## src/rtl/qbio_pkg.sv

```systemverilog
package qbio_pkg;
   localparam int unsigned QB_MIN_SYNC = 2;

   function automatic logic merge_bit(input logic old_v, input logic new_v, input logic sel);
      return sel ? new_v : old_v;
   endfunction
endpackage

```

## src/rtl/qbio_latch_bank.sv

```systemverilog
module qbio_latch_bank #(
   parameter int unsigned WIDTH = 8
) (
   input  logic             clk,
   input  logic             rst_n,
   input  logic             wr_en,
   input  logic [WIDTH-1:0] wr_mask,
   input  logic [WIDTH-1:0] wr_data,
   output logic [WIDTH-1:0] latch_q,
   output logic [WIDTH-1:0] rise_q
);
   import qbio_pkg::*;

   initial begin
      assert (WIDTH >= 1) else $error("WIDTH must be at least 1");
   end

   for (genvar i = 0; i < WIDTH; i++) begin : g_pin
      logic nxt;
      always_comb nxt = wr_en ? merge_bit(latch_q[i], wr_data[i], wr_mask[i]) : latch_q[i];

      always_ff @(posedge clk or negedge rst_n) begin
         if (!rst_n) begin
            latch_q[i] <= 1'b1;
            rise_q[i]  <= 1'b0;
         end else begin
            latch_q[i] <= nxt;
            rise_q[i]  <= nxt & ~latch_q[i];
         end
      end

      AST_MASK_HOLD: assert property (@(posedge clk) disable iff (!rst_n)
         (wr_en && !wr_mask[i]) |=> $stable(latch_q[i]));
   end
endmodule

```

## src/rtl/qbio_in_sync.sv

```systemverilog
module qbio_in_sync #(
   parameter int unsigned WIDTH  = 8,
   parameter int unsigned STAGES = 2
) (
   input  logic             clk,
   input  logic             rst_n,
   input  logic [WIDTH-1:0] d,
   output logic [WIDTH-1:0] q
);
   import qbio_pkg::*;
   localparam int unsigned LAST = STAGES - 1;

   initial begin
      assert (STAGES >= QB_MIN_SYNC) else $error("STAGES below minimum");
   end

   logic [WIDTH-1:0] chain [STAGES];

   for (genvar s = 0; s < STAGES; s++) begin : g_stage
      always_ff @(posedge clk or negedge rst_n) begin
         if (!rst_n) chain[s] <= '1;
         else if (s == 0) chain[s] <= d;
         else chain[s] <= chain[(s == 0) ? 0 : s-1];
      end
   end

   assign q = chain[LAST];
endmodule

```

## src/rtl/qbio_port_ctrl.sv

```systemverilog
module qbio_port_ctrl #(
   parameter int unsigned WIDTH       = 8,
   parameter int unsigned SYNC_STAGES = 2
) (
   input  logic             clk,
   input  logic             rst_n,
   input  logic             wr_en,
   input  logic [WIDTH-1:0] wr_mask,
   input  logic [WIDTH-1:0] wr_data,
   input  logic [WIDTH-1:0] pad_in,
   output logic [WIDTH-1:0] rd_data,
   output logic [WIDTH-1:0] pd_en,
   output logic [WIDTH-1:0] pu_strong
);
   logic [WIDTH-1:0] latch_q;
   logic [WIDTH-1:0] rise_q;
   logic [WIDTH-1:0] sync_q;

   qbio_latch_bank #(.WIDTH(WIDTH)) i_latch (
      .clk(clk), .rst_n(rst_n), .wr_en(wr_en), .wr_mask(wr_mask),
      .wr_data(wr_data), .latch_q(latch_q), .rise_q(rise_q)
   );

   qbio_in_sync #(.WIDTH(WIDTH), .STAGES(SYNC_STAGES)) i_sync (
      .clk(clk), .rst_n(rst_n), .d(pad_in), .q(sync_q)
   );

   always_ff @(posedge clk or negedge rst_n) begin
      if (!rst_n) rd_data <= '1;
      else        rd_data <= sync_q;
   end

   for (genvar i = 0; i < WIDTH; i++) begin : g_drv
      assign pd_en[i]     = ~latch_q[i];
      assign pu_strong[i] = rise_q[i] & latch_q[i];

      AST_NO_FIGHT: assert property (@(posedge clk) disable iff (!rst_n)
         !(pd_en[i] && pu_strong[i]));
      AST_PULSE_ONE: assert property (@(posedge clk) disable iff (!rst_n)
         pu_strong[i] |=> !pu_strong[i]);
      AST_PULSE_AFTER_LOW: assert property (@(posedge clk) disable iff (!rst_n)
         $rose(pu_strong[i]) |-> $past(pd_en[i]));
   end
endmodule

```

## config.mk

```make
export PLATFORM = sky130hd
export DESIGN_NAME = qbio_port_ctrl
export DESIGN_NICKNAME = d
export VERILOG_FILES = /design/src/rtl/qbio_pkg.sv /design/src/rtl/qbio_latch_bank.sv /design/src/rtl/qbio_in_sync.sv /design/src/rtl/qbio_port_ctrl.sv
export SDC_FILE = /design/constraint.sdc
export NUM_CORES = 1
export LEC_CHECK = 0
export ABC_CLOCK_PERIOD_IN_PS = 800
export BUFFER_PORTS_ARGS = -buffer_cell sky130_fd_sc_hd__buf_2
export CAP_MARGIN = 10
export CORE_MARGIN = 3
export CORE_UTILIZATION = 43
export CTS_CLUSTER_DIAMETER = 40
export DETAILED_ROUTE_END_ITERATION = 10
export PLACE_DENSITY_LB_ADDON = 0.3
export RECOVER_POWER = 25
export SLEW_MARGIN = 15
export SYNTH_ARGS = -nofsm -noshare
export SYNTH_HDL_FRONTEND = slang
export SYNTH_HIERARCHICAL = 1
export SYNTH_SLANG_ARGS = --single-unit
```

## constraint.sdc

```tcl
create_clock -name clk -period 0.8 [get_ports clk]
set_input_delay 0.08 -clock clk [delete_from_list [all_inputs] [get_ports clk]]
set_output_delay 0.08 -clock clk [all_outputs]
set_load 0.05 [all_outputs]
```

==> results of run 1 <==
[cell usage after synthesis]
| master | number |
|---|---|
| dfstp_2 | 32 |
| nand2_2 | 1 |
| buf_4 | 9 |
| mux2_4 | 7 |
| inv_1 | 8 |
| nand2_1 | 7 |
| mux2_2 | 1 |
| dfrtp_1 | 8 |
| nor3b_1 | 8 |
| and2_1 | 8 |
[registers in the layout (all words and copies together) (netlist names)]
name,cells
i_latch/latch_q,8
i_latch/rise_q,8
i_sync/chain,8
i_sync/q,8
rd_data,8
[final timing paths]
| check | slack (ns) | endpoint |
|---|---|---|
| max | -0.48 | pu_strong[7] |
| min | -0.003 | i_latch/rise_q[7] |
| max reg2reg | -0.23 | i_latch/latch_q[2] |
| min reg2reg | 0.36 | i_sync/q[1] |
| max in group asynchronous | 0.05 | i_latch/latch_q[5] |
| min in group asynchronous | 0.38 | i_latch/rise_q[7] |
[per-stage QoR]
step | cell area [sq um] | setup TNS [ns]
6_report | 2350 | -11.16
5_1_grt | 2350 | -12.81
4_1_cts | 2270 | -10.93
3_5_place_dp | 1740 | -2.30
3_3_place_gp | 1740 | -2.07
2_1_floorplan | 1420 | -0.230
[tightest hold or removal path: stages]
cell,delay [ns]
buf_2,0.10
nand2_2,0.08
nor3b_2,0.05
[where the power goes]
group          internal, uW  switching [uW]  total, uW
Sequential             2250            82.1       2340
Clock                   427             632       1060
Combinational           685             632       1320
[cell families (layout without fill, tap and decap cells)]
logic type / count (synthesis) / in the layout / synth area share
mux: 8 / 8 / 0.0833
buf+inv: 17 / 100 / 0.0698
simple gates: 24 / 24 / 0.102
flops: 40 / 40 / 0.745
[final cells by class]
| type | count | share of cell area |
|---|---|---|
| flip-flops and latches | 40 | 0.442 |
| well taps | 44 | 0.0234 |
| clock buffers | 6 | 0.0218 |
| clock inverters | 2 | 0.00638 |
| inverters | 8 | 0.0138 |
| repair buffers | 84 | 0.355 |
| multi-input cells | 32 | 0.137 |
[routing by layer]
metal  share of wire  wire [um]  vias to the layer above  GRT usage
met3           0.051        143                       10     0.0432
li1                -          -                      433          -
met4           0.032         90                        0      0.102
met2            0.62       1730                       31      0.287
met5               0          0                        -          0
met1            0.30        844                      468      0.153
[what timing repair did]
item                                    in CTS  in global routing
setup buffers                                5                  5
pin swaps                                    2                  4
endpoints found under the setup margin      35                 40
endpoints found under the hold margin       64                  1
resized for setup                           83                 22
==> reports/qor.csv, run 1 <==
metric;value;unit
run_status;complete, but fails checks;
violations;hold timing, setup timing;
fin_crit;1.28;ns
preCtsSetupSlack;-0.172;ns
worst_slack;-0.480;ns
finalSetupViolCount;39;
synth_top_cell_by_area;dfstp_2;
r2r-start;i_latch/latch_q[2];
worstRegToRegCells;4;
ys_ff_latch;40;
p_per_area;2000;mW/mm^2
critPathMaxStageDelay;0.57;ns
yosysWarnings;6;
seq_area_frac_synth;0.745;
crit_path_end_kind;primary output;
syn_nets;116;
via_count;942;
syn_to_final_growth;68.4;%
synth_area;0.00140;sq mm
root_buffer;clkbuf_4;
crit_path_top_delay_cell;dfstp_2;
antenna_found_initial;0;
core;0.00308;sq mm
multi_input_area;323;sq um
drtPass1Iterations;3;
hpwlAfterDp;1.54;mm
drive_gt1_frac;0.808;
clock_skew;0.00319;ns
crit_family;flip-flops;
grt_max_degree;41;
num_rows;20;
io_pins;51;
worstHoldStart;wr_mask[7];
hold_slack;-0.00278;ns
final_cells;216;
worst_pin_slew;0.503;ns
drtIter0Drc;22;
grt_setup_unrepaired;yes;
leakage;0.00110;uW
insertedDiodeCount;0;
nFillCells;192;
worstHoldPathCells;3;
hold_viol;1;
cap_violations;0;
grt_pass1_wl;4.64;mm
die_y;63.0;um
final_cell_mix;dfstp_2 (32), buf_2 (25), buf_8 (21);
worstPathArrival;1.20;ns
cts_tree;built;
grt_pass1_vias;1030;
start_util;0.454;
die_x;63.0;um
peakVddDrop;1690;uV
drc;0;
finalPower;4710;uW
cts_sinks;40;
critPathLaunch;i_latch/latch_q[7];
dp_cells;183;
regArea;0.00104;sq mm
drt-total-wl;2.81;mm
ys_top_cells_by_area;dfstp_2 (60%), dfrtp_1 (14%), mux2_4 (7.5%), buf_4 (4.8%), nor3b_1 (4.3%);
period_share;1.60;
gp_congestion;0.708;
cts_made_buffers;5;
syn_area_per_cell;15.7;sq um
antenna_left;0;
finish.utilization;0.765;
dieArea;0.00397;sq mm
critPathKind;reg2out;
grt_overflow;0;
required;0.72;ns
synthDistinctLibCells;10;
holdBufCountCts;17;
fmax;781;MHz
layout.nets;198;
netlist_instances;89;
synth_top_area_frac;0.602;
cp_cell_sequence;and2_4, buf_8;
slew_headroom;0.664;
clk_path_buf_depth;2;
layout_commonest_cell;dfstp_2;
avgRoutedWirePerCell;13.0;um
grt_util_all_layers;0.157;
slew_violations;0;
path_clk_slew;0.12;ns
insertion_delay;0.34;ns
cp-start-kind;flip-flop;
htreeDepth;2;
hold_path.class;in2reg;
cp_max_fo;2;
port_buffers;50;
crit_cells;2;
routed_via_density;4.36;
path_buf_inv;1;
No activity file was read; power rests on OpenSTA's default activity.
==> run 2, diff against run 1 <==
--- a/config.mk
+++ b/config.mk
@@ -8,8 +8,10 @@
 export ABC_CLOCK_PERIOD_IN_PS = 800
 export BUFFER_PORTS_ARGS = -buffer_cell sky130_fd_sc_hd__buf_2
 export CAP_MARGIN = 10
+export CELL_PAD_IN_SITES_DETAIL_PLACEMENT = 0
+export CELL_PAD_IN_SITES_GLOBAL_PLACEMENT = 2
 export CORE_MARGIN = 3
-export CORE_UTILIZATION = 43
+export CORE_UTILIZATION = 28
 export CTS_CLUSTER_DIAMETER = 40
 export DETAILED_ROUTE_END_ITERATION = 10
 export PLACE_DENSITY_LB_ADDON = 0.3
==> run 2 against run 1 <==
The flow finishes with violations (setup timing). Flip-flop and latch count unchanged. Global-route usage is 6.4 points lower. Combinational power down 8%. Largest power group unchanged. Highest routed layer unchanged.
==> reports/qor.csv, run 2 (synthesis gave the netlist of run 1 again) <==
metric;value;unit;change
run_status;complete, but fails checks;;
violations;setup timing;;
fmax;832;MHz;+6.5%
worst_pin_slew;0.343;ns;-0.160 ns
dpl_cell_area;0.00176;sq mm;+1.7%
hold_path.class;in2reg;;
clock_skew;0.00558;ns;+0.00239 ns
root_buffer;clkbuf_8;;
cap_violations;0;;unchanged
avgRoutedWirePerCell;11.3;um;-13%
met1_usage;0.104;;-0.0484
die_y;76.7;um;+22%
cts_tree;built;;
cts_made_buffers;5;;unchanged
fin_area;0.00231;sq mm;-1.9%
reg2reg_to;i_latch/latch_q[4];;
required;0.72;ns;about the same
syn_to_final_growth;65.2;%;
critPathKind;reg2out;;
peakVddDrop;951;uV;-44%
drtPass1Iterations;3;;unchanged
io_pins;51;;unchanged
clk_path_buf_depth;2;;unchanged
hpwlAfterDp;1.57;mm;+1.8%
via_count;878;;-6.8%
worstHoldPathCells;2;;-1
grt_overflow;0;;unchanged
worst_slack;-0.402;ns;+0.0779 ns
busiest_layer;met2;;
grt_setup_unrepaired;yes;;
worstRegToRegCells;3;;-1
drtIter0Drc;5;;-77%
htreeDepth;2;;unchanged
crit_path_end_kind;primary output;;
gr-usage-met2;0.162;;-0.126
p_clk_frac;0.306;;+0.081
grt_pass1_vias;963;;-6.5%
min_to;i_latch/latch_q[7];;
p_comb_frac;0.237;;-0.042
p_sw;1320;uW;-1.8%
layout_commonest_cell;dfstp_2;;
seq_power_share;0.456;;-0.040
leakage;0.00107;uW;-2.2%
cp_max_fo;3;;+1
routed_via_density;3.85;;-12%
layout.nets;187;;-5.6%
worstPathArrival;1.12;ns;-0.08 ns
core;0.00479;sq mm;+55%
met3_usage;0.0387;;-0.00443
r2r-start;i_latch/latch_q[4];;
start_util;0.292;;-0.162
slew_violations;0;;unchanged
p_int;3790;uW;+13%
die_x;76.7;um;+22%
antenna_found_initial;0;;unchanged
grt_util_all_layers;0.0931;;-0.0642
slew_headroom;0.771;;+0.107
grt_pass1_wl;4.34;mm;-6.5%
worstHoldStart;wr_data[7];;
insertion_delay;0.28;ns;-0.06 ns
swShare;0.258;;-0.0272
fin_crit;1.20;ns;-0.0779 ns
final_cell_mix;dfstp_2 (32), buf_2 (26), buf_8 (20);;
hold_viol;0;;-1
cp-start-kind;flip-flop;;
port_buffers;50;;unchanged
dieArea;0.00588;sq mm;+48%
gp_congestion;0.632;;-11%
period_share;1.50;;-0.0974
drive_gt1_frac;0.845;;+0.0366
cts_sinks;40;;unchanged
ff2ff_setup_slack;-0.12;ns;+0.11 ns
path_clk_slew;0.08;ns;-0.04 ns
num_rows;25;;+25%
drc;0;;unchanged
drt-total-wl;2.57;mm;-8.6%
grt_max_degree;41;;unchanged
finalPower;5120;uW;+8.6%
antenna_left;0;;unchanged
finalSetupViolCount;37;;-5.1%
insertedDiodeCount;0;;unchanged
p_per_area;2220;mW/mm^2;+11%
-- run 2: cell types whose count changed in the layout (fill, tap and decap cells not counted), sizes merged --
cell,before,now
buf,65,64
bufinv,0,1
clkbuf,8,6
clkinv,0,1
clkinvlp,2,0
dlygate4sd3,17,9
-- run 2: how the worst max path moves through the flow --
stage                  startpoint  depth (start not counted)      endpoint
6_report       i_latch/latch_q[6]                          2  pu_strong[6]
5_1_grt        i_latch/latch_q[7]                          2  pu_strong[7]
4_1_cts        i_latch/latch_q[6]                          2  pu_strong[6]
3_5_place_dp   i_latch/latch_q[6]                          2  pu_strong[6]
3_3_place_gp   i_latch/latch_q[6]                          2  pu_strong[6]
2_1_floorplan  i_latch/latch_q[0]                          1  pu_strong[0]
-- run 2: metal layers --
layer  wire [um]  share of wire
met5           0              0
met4          10         0.0039
met3         200          0.078
met2        1390           0.54
met1         964           0.38
-- run 2: through the flow --
step / hold slack [ns] / TNS, ns / cells / setup slack [ns] / util
finish: 0.0403 / -8.78 / 228 / -0.402 / 0.482
global route: 0.0328 / -10.02 / 228 / -0.445 / 0.482
CTS: 0.0266 / -9.09 / 228 / -0.422 / 0.475
detailed placement: 0.0632 / -2.40 / 206 / -0.183 / 0.369
global placement: 0.0593 / -2.22 / 206 / -0.171 / 0.369
floorplan: -0.216 / -0.230 / 89 / -0.0291 / -
-- run 2: layout make-up --
cell class / count / area, sq um
fill: 438 / 2480
sequential: 40 / 1040
timing repair buffer: 73 / 723
multi-input combinational: 32 / 323
tap: 67 / 83.8
clock buffer: 6 / 72.6
clock inverter: 2 / 35.0
inverter: 8 / 30.0
-- run 2: repair_timing --
item / 4_1_cts / 5_1_grt
gates resized for setup: 88 / 15
setup endpoints to repair: 33 / 39
hold endpoints to repair: 48 / 0
pin swaps: 2 / 5
gates cloned: 0 / 0
hold buffers: 9 / 0
buffers inserted: 5 / 5
-- run 2: power by group through the flow --
stage / sequential [uW] / clock [uW] / combinational, uW
2_1_floorplan: 2430 / 0 / 462
3_3_place_gp: 2330 / 0 / 829
3_5_place_dp: 2340 / 0 / 838
4_1_cts: 2340 / 1630 / 1180
5_1_grt: 2350 / 1700 / 1290
6_report: 2330 / 1570 / 1210
-- run 2: critical path, cell delays in order, from the launching register on --
cell,delay [ns]
dfstp_2,0.56
and2_4,0.15
buf_8,0.14
